[src/rtl/dma_chain_pkg.sv]
`timescale 1ns/1ps
package dma_chain_pkg;
  localparam int WORD_W   = 32;
  localparam int CNT_W    = 24;
  localparam int OFF_W    = WORD_W - CNT_W;
  localparam int BEAT_W   = 5;
  localparam int CMD_LINK = 0;
  localparam int CMD_TIE  = 1;
  localparam int UNIT_LSB = 8;
  localparam int CMD_DINC = 22;
  localparam int CMD_SINC = 23;

  typedef enum logic [2:0] {
    ST_IDLE, ST_FETCH, ST_CHECK, ST_READ, ST_WRITE, ST_END
  } stateT;

  typedef enum logic [1:0] {SEL_DESC, SEL_SRC, SEL_DST} memSelT;

  typedef struct packed {
    logic       startLatch;
    logic       toLink;
    logic       loadWord;
    logic [1:0] wordIdx;
    logic       capData;
    logic       stepAddr;
    logic       decCnt;
    memSelT     memSel;
  } strobeT;

  // returns {invalid, log2(unit bytes)}
  function automatic logic [3:0] decodeUnit(input logic [2:0] code);
    case (code)
      3'd0:    return 4'd2;
      3'd1:    return 4'd0;
      3'd2:    return 4'd1;
      3'd3:    return 4'd4;
      3'd4:    return 4'd5;
      3'd5:    return 4'd6;
      3'd6:    return 4'd7;
      default: return 4'b1000;
    endcase
  endfunction
endpackage

[src/rtl/dma_chain_dp.sv]
`timescale 1ns/1ps
module dma_chain_dp
  import dma_chain_pkg::*;
(
  input  logic              clk,
  input  logic              rstN,
  input  strobeT            strb,
  input  logic              regWr,
  input  logic [1:0]        regSel,
  input  logic [WORD_W-1:0] regWdata,
  input  logic [WORD_W-1:0] memRdata,
  output logic [WORD_W-1:0] memAddr,
  output logic [WORD_W-1:0] memWdata,
  output logic [3:0]        memBe,
  output logic              cmdLink,
  output logic              cmdTie,
  output logic [2:0]        unitLog,
  output logic              unitBad,
  output logic              misAlign,
  output logic              cntZero,
  output logic              cntOne,
  output logic [WORD_W-1:0] baseOut,
  output logic [CNT_W-1:0]  cntOut
);
  logic [WORD_W-1:0] regBase, baseLatched, descPtr, cmdReg, srcAddr, dstAddr, dataReg;
  logic [CNT_W-1:0]  cntReg;
  logic [OFF_W-1:0]  nextOff;
  logic [1:0]        beatLog;
  logic [WORD_W-1:0] beatBytes, alignMask;

  assign {unitBad, unitLog} = decodeUnit(cmdReg[UNIT_LSB +: 3]);
  assign beatLog   = (unitLog > 3'd2) ? 2'd2 : unitLog[1:0];
  assign beatBytes = 32'd1 << beatLog;
  assign alignMask = (32'd1 << unitLog) - 32'd1;
  assign misAlign  = |((srcAddr | dstAddr) & alignMask);
  assign cmdLink   = cmdReg[CMD_LINK];
  assign cmdTie    = cmdReg[CMD_TIE];
  assign cntZero   = (cntReg == '0);
  assign cntOne    = (cntReg == CNT_W'(1));
  assign baseOut   = regBase;
  assign cntOut    = cntReg;

  always_ff @(posedge clk) begin
    if (!rstN) begin
      regBase     <= '0;
      baseLatched <= '0;
      descPtr     <= '0;
      cmdReg      <= '0;
      srcAddr     <= '0;
      dstAddr     <= '0;
      dataReg     <= '0;
      cntReg      <= '0;
      nextOff     <= '0;
    end else begin
      if (regWr && regSel == 2'd0) regBase <= regWdata;
      if (strb.startLatch) begin
        baseLatched <= regBase;
        descPtr     <= regBase;
      end
      if (strb.toLink) descPtr <= baseLatched + {{(WORD_W-OFF_W-4){1'b0}}, nextOff, 4'b0};
      if (strb.loadWord) begin
        case (strb.wordIdx)
          2'd0:    cmdReg  <= memRdata;
          2'd1:    srcAddr <= memRdata;
          2'd2:    dstAddr <= memRdata;
          default: {nextOff, cntReg} <= memRdata;
        endcase
      end
      if (strb.capData) dataReg <= memRdata;
      if (strb.stepAddr) begin
        if (cmdReg[CMD_SINC]) srcAddr <= srcAddr + beatBytes;
        if (cmdReg[CMD_DINC]) dstAddr <= dstAddr + beatBytes;
      end
      if (strb.decCnt) cntReg <= cntReg - CNT_W'(1);
    end
  end

  always_comb begin
    case (strb.memSel)
      SEL_SRC: memAddr = {srcAddr[WORD_W-1:2], 2'b00};
      SEL_DST: memAddr = {dstAddr[WORD_W-1:2], 2'b00};
      default: memAddr = descPtr + {{(WORD_W-4){1'b0}}, strb.wordIdx, 2'b00};
    endcase
    case (beatLog)
      2'd0:    memBe = 4'b0001 << dstAddr[1:0];
      2'd1:    memBe = 4'b0011 << dstAddr[1:0];
      default: memBe = 4'b1111;
    endcase
    memWdata = (dataReg >> {srcAddr[1:0], 3'b000}) << {dstAddr[1:0], 3'b000};
  end

  // a non-incrementing address never moves outside descriptor loads
  assert_src_fixed_R3: assert property (@(posedge clk) disable iff (!rstN)
    (!$past(strb.loadWord) && !$past(cmdReg[CMD_SINC])) |-> $stable(srcAddr));
  assert_dst_fixed_R3: assert property (@(posedge clk) disable iff (!rstN)
    (!$past(strb.loadWord) && !$past(cmdReg[CMD_DINC])) |-> $stable(dstAddr));
  // residue holds or steps down by exactly one unit
  assert_cnt_step_R6: assert property (@(posedge clk) disable iff (!rstN)
    !$past(strb.loadWord) |-> (cntReg == $past(cntReg)) || (cntReg == $past(cntReg) - CNT_W'(1)));
endmodule

[src/rtl/dma_chain_ctrl.sv]
`timescale 1ns/1ps
module dma_chain_ctrl
  import dma_chain_pkg::*;
(
  input  logic              clk,
  input  logic              rstN,
  input  logic              regWr,
  input  logic [1:0]        regSel,
  input  logic              regWbit0,
  input  logic              memAck,
  input  logic              cmdLink,
  input  logic              cmdTie,
  input  logic [2:0]        unitLog,
  input  logic              unitBad,
  input  logic              misAlign,
  input  logic              cntZero,
  input  logic              cntOne,
  output strobeT            strb,
  output logic              memReq,
  output logic              memWe,
  output logic [WORD_W-1:0] statusWord,
  output logic              irq
);
  stateT             state;
  logic [1:0]        wordIdx;
  logic [BEAT_W-1:0] beat, lastBeat;
  logic [BEAT_W:0]   beatsPer;
  logic              chanEn, haltF, termF, errF, irqF;
  logic              statusWr, startCmd, stopCmd;

  assign statusWr = regWr && (regSel == 2'd1);
  assign stopCmd  = statusWr && !regWbit0;
  assign startCmd = statusWr && regWbit0 && (state == ST_IDLE);
  assign beatsPer = (unitLog > 3'd2) ? ({{BEAT_W{1'b0}}, 1'b1} << (unitLog - 3'd2))
                                     : {{BEAT_W{1'b0}}, 1'b1};
  assign lastBeat   = BEAT_W'(beatsPer - 1'b1);
  assign statusWord = {{(WORD_W-5){1'b0}}, errF, termF, haltF, 1'b0, chanEn};
  assign irq        = irqF;

  always_comb begin
    strb         = '0;
    strb.wordIdx = wordIdx;
    strb.memSel  = SEL_DESC;
    memReq       = 1'b0;
    memWe        = 1'b0;
    strb.startLatch = startCmd;
    case (state)
      ST_FETCH: begin
        memReq        = 1'b1;
        strb.loadWord = memAck;
      end
      ST_READ: begin
        memReq       = 1'b1;
        strb.memSel  = SEL_SRC;
        strb.capData = memAck;
      end
      ST_WRITE: begin
        memReq        = 1'b1;
        memWe         = 1'b1;
        strb.memSel   = SEL_DST;
        strb.stepAddr = memAck;
        strb.decCnt   = memAck && (beat == lastBeat);
      end
      ST_END:  strb.toLink = cmdLink;
      default: ;
    endcase
  end

  always_ff @(posedge clk) begin
    if (!rstN) begin
      state   <= ST_IDLE;
      wordIdx <= '0;
      beat    <= '0;
      chanEn  <= 1'b0;
      haltF   <= 1'b0;
      termF   <= 1'b0;
      errF    <= 1'b0;
      irqF    <= 1'b0;
    end else if (stopCmd) begin
      state  <= ST_IDLE;
      chanEn <= 1'b0;
      haltF  <= 1'b0;
      termF  <= 1'b0;
      errF   <= 1'b0;
      irqF   <= 1'b0;
    end else begin
      case (state)
        ST_IDLE: if (startCmd) begin
          state   <= ST_FETCH;
          wordIdx <= '0;
          chanEn  <= 1'b1;
          haltF   <= 1'b0;
          termF   <= 1'b0;
          errF    <= 1'b0;
          irqF    <= 1'b0;
        end
        ST_FETCH: if (memAck) begin
          if (wordIdx == 2'd3) state <= ST_CHECK;
          wordIdx <= wordIdx + 2'd1;
        end
        ST_CHECK: begin
          beat <= '0;
          if (unitBad || misAlign) begin
            errF   <= 1'b1;
            haltF  <= 1'b1;
            chanEn <= 1'b0;
            irqF   <= 1'b1;
            state  <= ST_IDLE;
          end else if (cntZero) state <= ST_END;
          else state <= ST_READ;
        end
        ST_READ: if (memAck) state <= ST_WRITE;
        ST_WRITE: if (memAck) begin
          if (beat == lastBeat) begin
            beat  <= '0;
            state <= cntOne ? ST_END : ST_READ;
          end else begin
            beat  <= beat + 1'b1;
            state <= ST_READ;
          end
        end
        ST_END: begin
          if (cmdLink) begin
            wordIdx <= '0;
            state   <= ST_FETCH;
          end else begin
            termF  <= 1'b1;
            chanEn <= 1'b0;
            irqF   <= cmdTie;
            state  <= ST_IDLE;
          end
        end
        default: state <= ST_IDLE;
      endcase
    end
  end

  // an address error always leaves the channel halted and stopped
  assert_err_halts_R7: assert property (@(posedge clk) disable iff (!rstN)
    errF |-> (haltF && !chanEn));
  // the interrupt only rises when the channel stops
  assert_irq_at_end_R5: assert property (@(posedge clk) disable iff (!rstN)
    $rose(irqF) |-> !chanEn);
  // an idle channel makes no memory request
  assert_idle_quiet_R9: assert property (@(posedge clk) disable iff (!rstN)
    !chanEn |=> !memReq || chanEn);
endmodule

[src/rtl/dma_chain_channel.sv]
`timescale 1ns/1ps
module dma_chain_channel
  import dma_chain_pkg::*;
(
  input  logic        clk,
  input  logic        rstN,
  input  logic        regWr,
  input  logic [1:0]  regSel,
  input  logic [31:0] regWdata,
  output logic [31:0] regRdata,
  output logic        memReq,
  output logic        memWe,
  output logic [31:0] memAddr,
  output logic [31:0] memWdata,
  output logic [3:0]  memBe,
  input  logic        memAck,
  input  logic [31:0] memRdata,
  output logic        irq
);
  strobeT            strb;
  logic              cmdLink, cmdTie, unitBad, misAlign, cntZero, cntOne;
  logic [2:0]        unitLog;
  logic [WORD_W-1:0] baseOut, statusWord;
  logic [CNT_W-1:0]  cntOut;

  dma_chain_ctrl u_ctrl (
    .clk(clk), .rstN(rstN), .regWr(regWr), .regSel(regSel), .regWbit0(regWdata[0]),
    .memAck(memAck), .cmdLink(cmdLink), .cmdTie(cmdTie), .unitLog(unitLog),
    .unitBad(unitBad), .misAlign(misAlign), .cntZero(cntZero), .cntOne(cntOne),
    .strb(strb), .memReq(memReq), .memWe(memWe), .statusWord(statusWord), .irq(irq)
  );

  dma_chain_dp u_dp (
    .clk(clk), .rstN(rstN), .strb(strb), .regWr(regWr), .regSel(regSel),
    .regWdata(regWdata), .memRdata(memRdata), .memAddr(memAddr), .memWdata(memWdata),
    .memBe(memBe), .cmdLink(cmdLink), .cmdTie(cmdTie), .unitLog(unitLog),
    .unitBad(unitBad), .misAlign(misAlign), .cntZero(cntZero), .cntOne(cntOne),
    .baseOut(baseOut), .cntOut(cntOut)
  );

  always_comb begin
    case (regSel)
      2'd0:    regRdata = baseOut;
      2'd1:    regRdata = statusWord;
      2'd2:    regRdata = {{OFF_W{1'b0}}, cntOut};
      default: regRdata = '0;
    endcase
  end
endmodule

[config.mk]
export PLATFORM = sky130hd
export DESIGN_NAME = dma_chain_channel
export DESIGN_NICKNAME = d
export VERILOG_FILES = /design/src/rtl/dma_chain_pkg.sv /design/src/rtl/dma_chain_dp.sv /design/src/rtl/dma_chain_ctrl.sv /design/src/rtl/dma_chain_channel.sv
export SDC_FILE = /design/constraint.sdc
export NUM_CORES = 1
export LEC_CHECK = 0
export ABC_CLOCK_PERIOD_IN_PS = 9750
export CAP_MARGIN = 0
export CORE_ASPECT_RATIO = 1.2
export CORE_MARGIN = 2
export CORE_UTILIZATION = 40
export CTS_BUF_LIST = sky130_fd_sc_hd__clkbuf_8
export CTS_CLUSTER_SIZE = 8
export DETAILED_ROUTE_END_ITERATION = 8
export PLACE_DENSITY = 0.58
export SETUP_SLACK_MARGIN = 0.5
export SLEW_MARGIN = 20
export SYNTH_ARGS = -nofsm -noshare
export SYNTH_HDL_FRONTEND = slang
export SYNTH_SLANG_ARGS = --single-unit
export TNS_END_PERCENT = 20
[constraint.sdc]
create_clock -name clk -period 9.75 [get_ports clk]
set_clock_uncertainty 0.1 [all_clocks]
set_input_delay 1.95 -clock clk [delete_from_list [all_inputs] [get_ports clk]]
set_output_delay 1.95 -clock clk [all_outputs]
set_load 0.03 [all_outputs]
==> impl_metrics.ini <==
[placement]
portBuffers = 172
place_inst = 2495
placed_cell_area_um2 = 16500
place_congestion = 0.908
place_hpwl_mm = 38.0

[cts]
ctsResizeCount = 0
post_cts_buffers = 0
clkLatencyLatePin_ns = 0.59
cts_buffers = 43
cts_tree = yes
clockBufferDepth = 3
cts_hold_buf = 0
path_clk_slew_ns = 0.06
cts.root.buffer_cell = clkbuf_8
clkSinkCount = 245
cts_max_level = 2

[synth]
syn_area_per_cell_um2 = 7.38
synthXorXnorAreaFrac_pct = 3.48
synthMuxAreaShare_pct = 4.03
synthesis.area_um2 = 14600
async_flop_share_pct = 0
ys_types = 79
yosys_warnings = 0
yosys_most_used_dff = dfxtp_1
syn_inst = 1976
synth_top_family_by_area = simple AND/OR/NAND/NOR gates
syn_nets = 2081
synth_compound_area_share_pct = 25.1
ys_ff_latch = 245
synth-adder-area-share_pct = 3.21
synth_edf_count = 0
synth_sequential_area_ratio_pct = 33.6
yosys.area_share.simple_pct = 25.4

[global_route]
antenna_found_initial = 0
grt_pass1_vias = 13930
grt-ovfl-total = 0
grt_first_pass_wirelength_mm = 81.1
grt_max_degree = 129
grt_usage_pct = 27.5

[detailed_routing]
vias = 14949
ant_nets = 0
avgViaCountPerCell = 5.81
wl_mm = 53.1
drc = 0
detail_route.wl_per_cell_um = 20.6
drtIter0Drc = 1430
dr.pass1.iters = 5

[sta]
timing.fmax_mhz = 153
worst_pin_slew_ns = 1.05
rsz0062_at_grt = no
final_max_slew_viol_count = 0
min_period_ns = 6.52
finalSetupViolCount = 0
fin_crit_sh_pct = 66.9
hold_viol_final = 0
fin_tns_setup_ns = 0
hold_slack_ns = 0.354
slew_headroom_pct = 30.1

[layout]
final_cell_area_um2 = 17400
layout.nets = 2177
stdcell_count = 2574
area_delta_synth_final_pct = 19.4
layout-drive-gt1-share_pct = 5.99

[outcome]
status = complete, no violations

[run]
max-cap-violations = 0

[pwr]
p_leak_nw = 5.92
powerDensity_nw_per_um2 = 132
max-vdd-ir-drop_uv = 75.7
power_mw = 2.29

[worst_setup_path]
arrival_ns = 4.47
crit_required_ns = 7.70
end_kind = output port
worstSetupStartpointType = primary input
critPathKind = primary input to output port
worstPathMaxFanout = 28
regToRegSetupSlack_ns = 4.69

[die]
initial_core_util_pct = 40.6
rows = 76
ioPinCount = 173
core_area_um2 = 35900
die_w_um = 178
die_h_um = 213
die_area_um2 = 38000

[min_path]
hold_path.class = flip-flop to flip-flop
[final cells by class]
type                       count  area, µm²
sequential                   245       4900
clock buffer                  59        812
multi-input combinational   1543       8960
tap                          468        586
clock inverter                19       80.1
timing repair buffer         193       1880
antenna                        1       2.50
fill                        3666      18500
inverter                      46        178
[synthesized netlist by cell type (all sizes together), types with 33 or more instances]
master	number	share of area (%)
clkbuf	111	2.9
nor3	43	1.6
inv	46	1.2
nor2	131	3.4
o21ai	107	3.7
nand3	67	2.3
xor2	33	2.0
a22oi	48	2.5
mux2i	43	3.0
a21oi	244	8.4
dfxtp	245	34
nand2	394	10
[state kept, by name, summed over array words and instances (netlist names)]
name	cells
u_ctrl.beat	5
u_ctrl.chanEn	1
u_ctrl.haltF	1
u_ctrl.irq	1
u_ctrl.state	3
u_ctrl.termF	1
u_ctrl.wordIdx	2
u_dp.baseLatched	32
u_dp.baseOut	32
u_dp.cmdReg	7
u_dp.cntOut	24
u_dp.dataReg	32
u_dp.descPtr	32
u_dp.dstAddr	32
u_dp.nextOff	8
u_dp.srcAddr	32
[power breakdown]
part           total [mW]  switching [mW]  internal (mW)
clock network       0.990           0.453          0.537
registers            1.04          0.0212           1.01
logic               0.264           0.166         0.0980
total                2.29           0.641           1.65
[critical path, cell delays in order]
cell and delay, ns:
clkdlybuf4s50_1 0.95, nor2_1 0.68, and2_1 0.21, clkdlybuf4s50_1 0.67
[cells in the final DEF, fill, tap and decap left out, types with 9 or more instances in the layout]
cell,instances
nand2_1,389
dfxtp_1,245
a21oi_1,244
clkdlybuf4s50_1,172
nor2_1,131
o21ai_0,102
nand3_1,67
inv_1,59
clkbuf_8,59
a22oi_1,48
mux2i_1,43
nor3_1,38
xor2_1,33
o211ai_1,31
ha_1,31
and3_1,30
a31oi_1,28
a221oi_1,27
nand4_1,26
xnor2_1,25
and2_1,22
buf_4,21
or3_1,18
o21a_1,13
mux2_2,12
a21o_1,12
a311oi_1,11
nor4_1,10
nand2b_1,9
[worst paths after layout]
| kind | from | to | cells after the start |
|---|---|---|---|
| worst max-delay path | regSel[0] | regRdata[28] | 4 |
| worst min register to register | u_dp.baseLatched[25] | u_dp.baseLatched[25] | 2 |
| worst max register to register | u_dp.cmdReg[10] | u_dp.srcAddr[29] | 17 |
| worst min-delay path | u_dp.baseLatched[25] | u_dp.baseLatched[25] | 2 |
[kinds of logic (layout without fill, tap and decap cells)]
group                    after synthesis  count (layout)
AND/OR/NAND/NOR                      802             802
AO/OA/AOI/OAI                        591             591
flip-flops                           245             245
buffers and inverters                188             317
XOR/XNOR                              58              58
multiplexers                          57              57
adder cells (fa/ha/maj)               35              35
other                                  0               1
[per-stage QoR]
stage / util [%] / setup WS [ns]
3_3_place_gp: 45.9 / 3.35
4_1_cts: 48.4 / 3.22
2_1_floorplan: - / 4.39
6_report: 48.4 / 3.23
5_1_grt: 48.4 / 3.04
3_5_place_dp: 45.9 / 3.23
[metal layers]
metal | global-route usage [%] | vias to the layer above | part of all wire [%]
met2 | 45.1 | 537 | 46
met3 | 3.67 | 115 | 6.1
met4 | 11.9 | 0 | 4.4
met1 | 36.1 | 7023 | 44
li1 | - | 7274 | -
met5 | 0 | - | 0
Note: power is estimated with default switching activity, not from simulation.
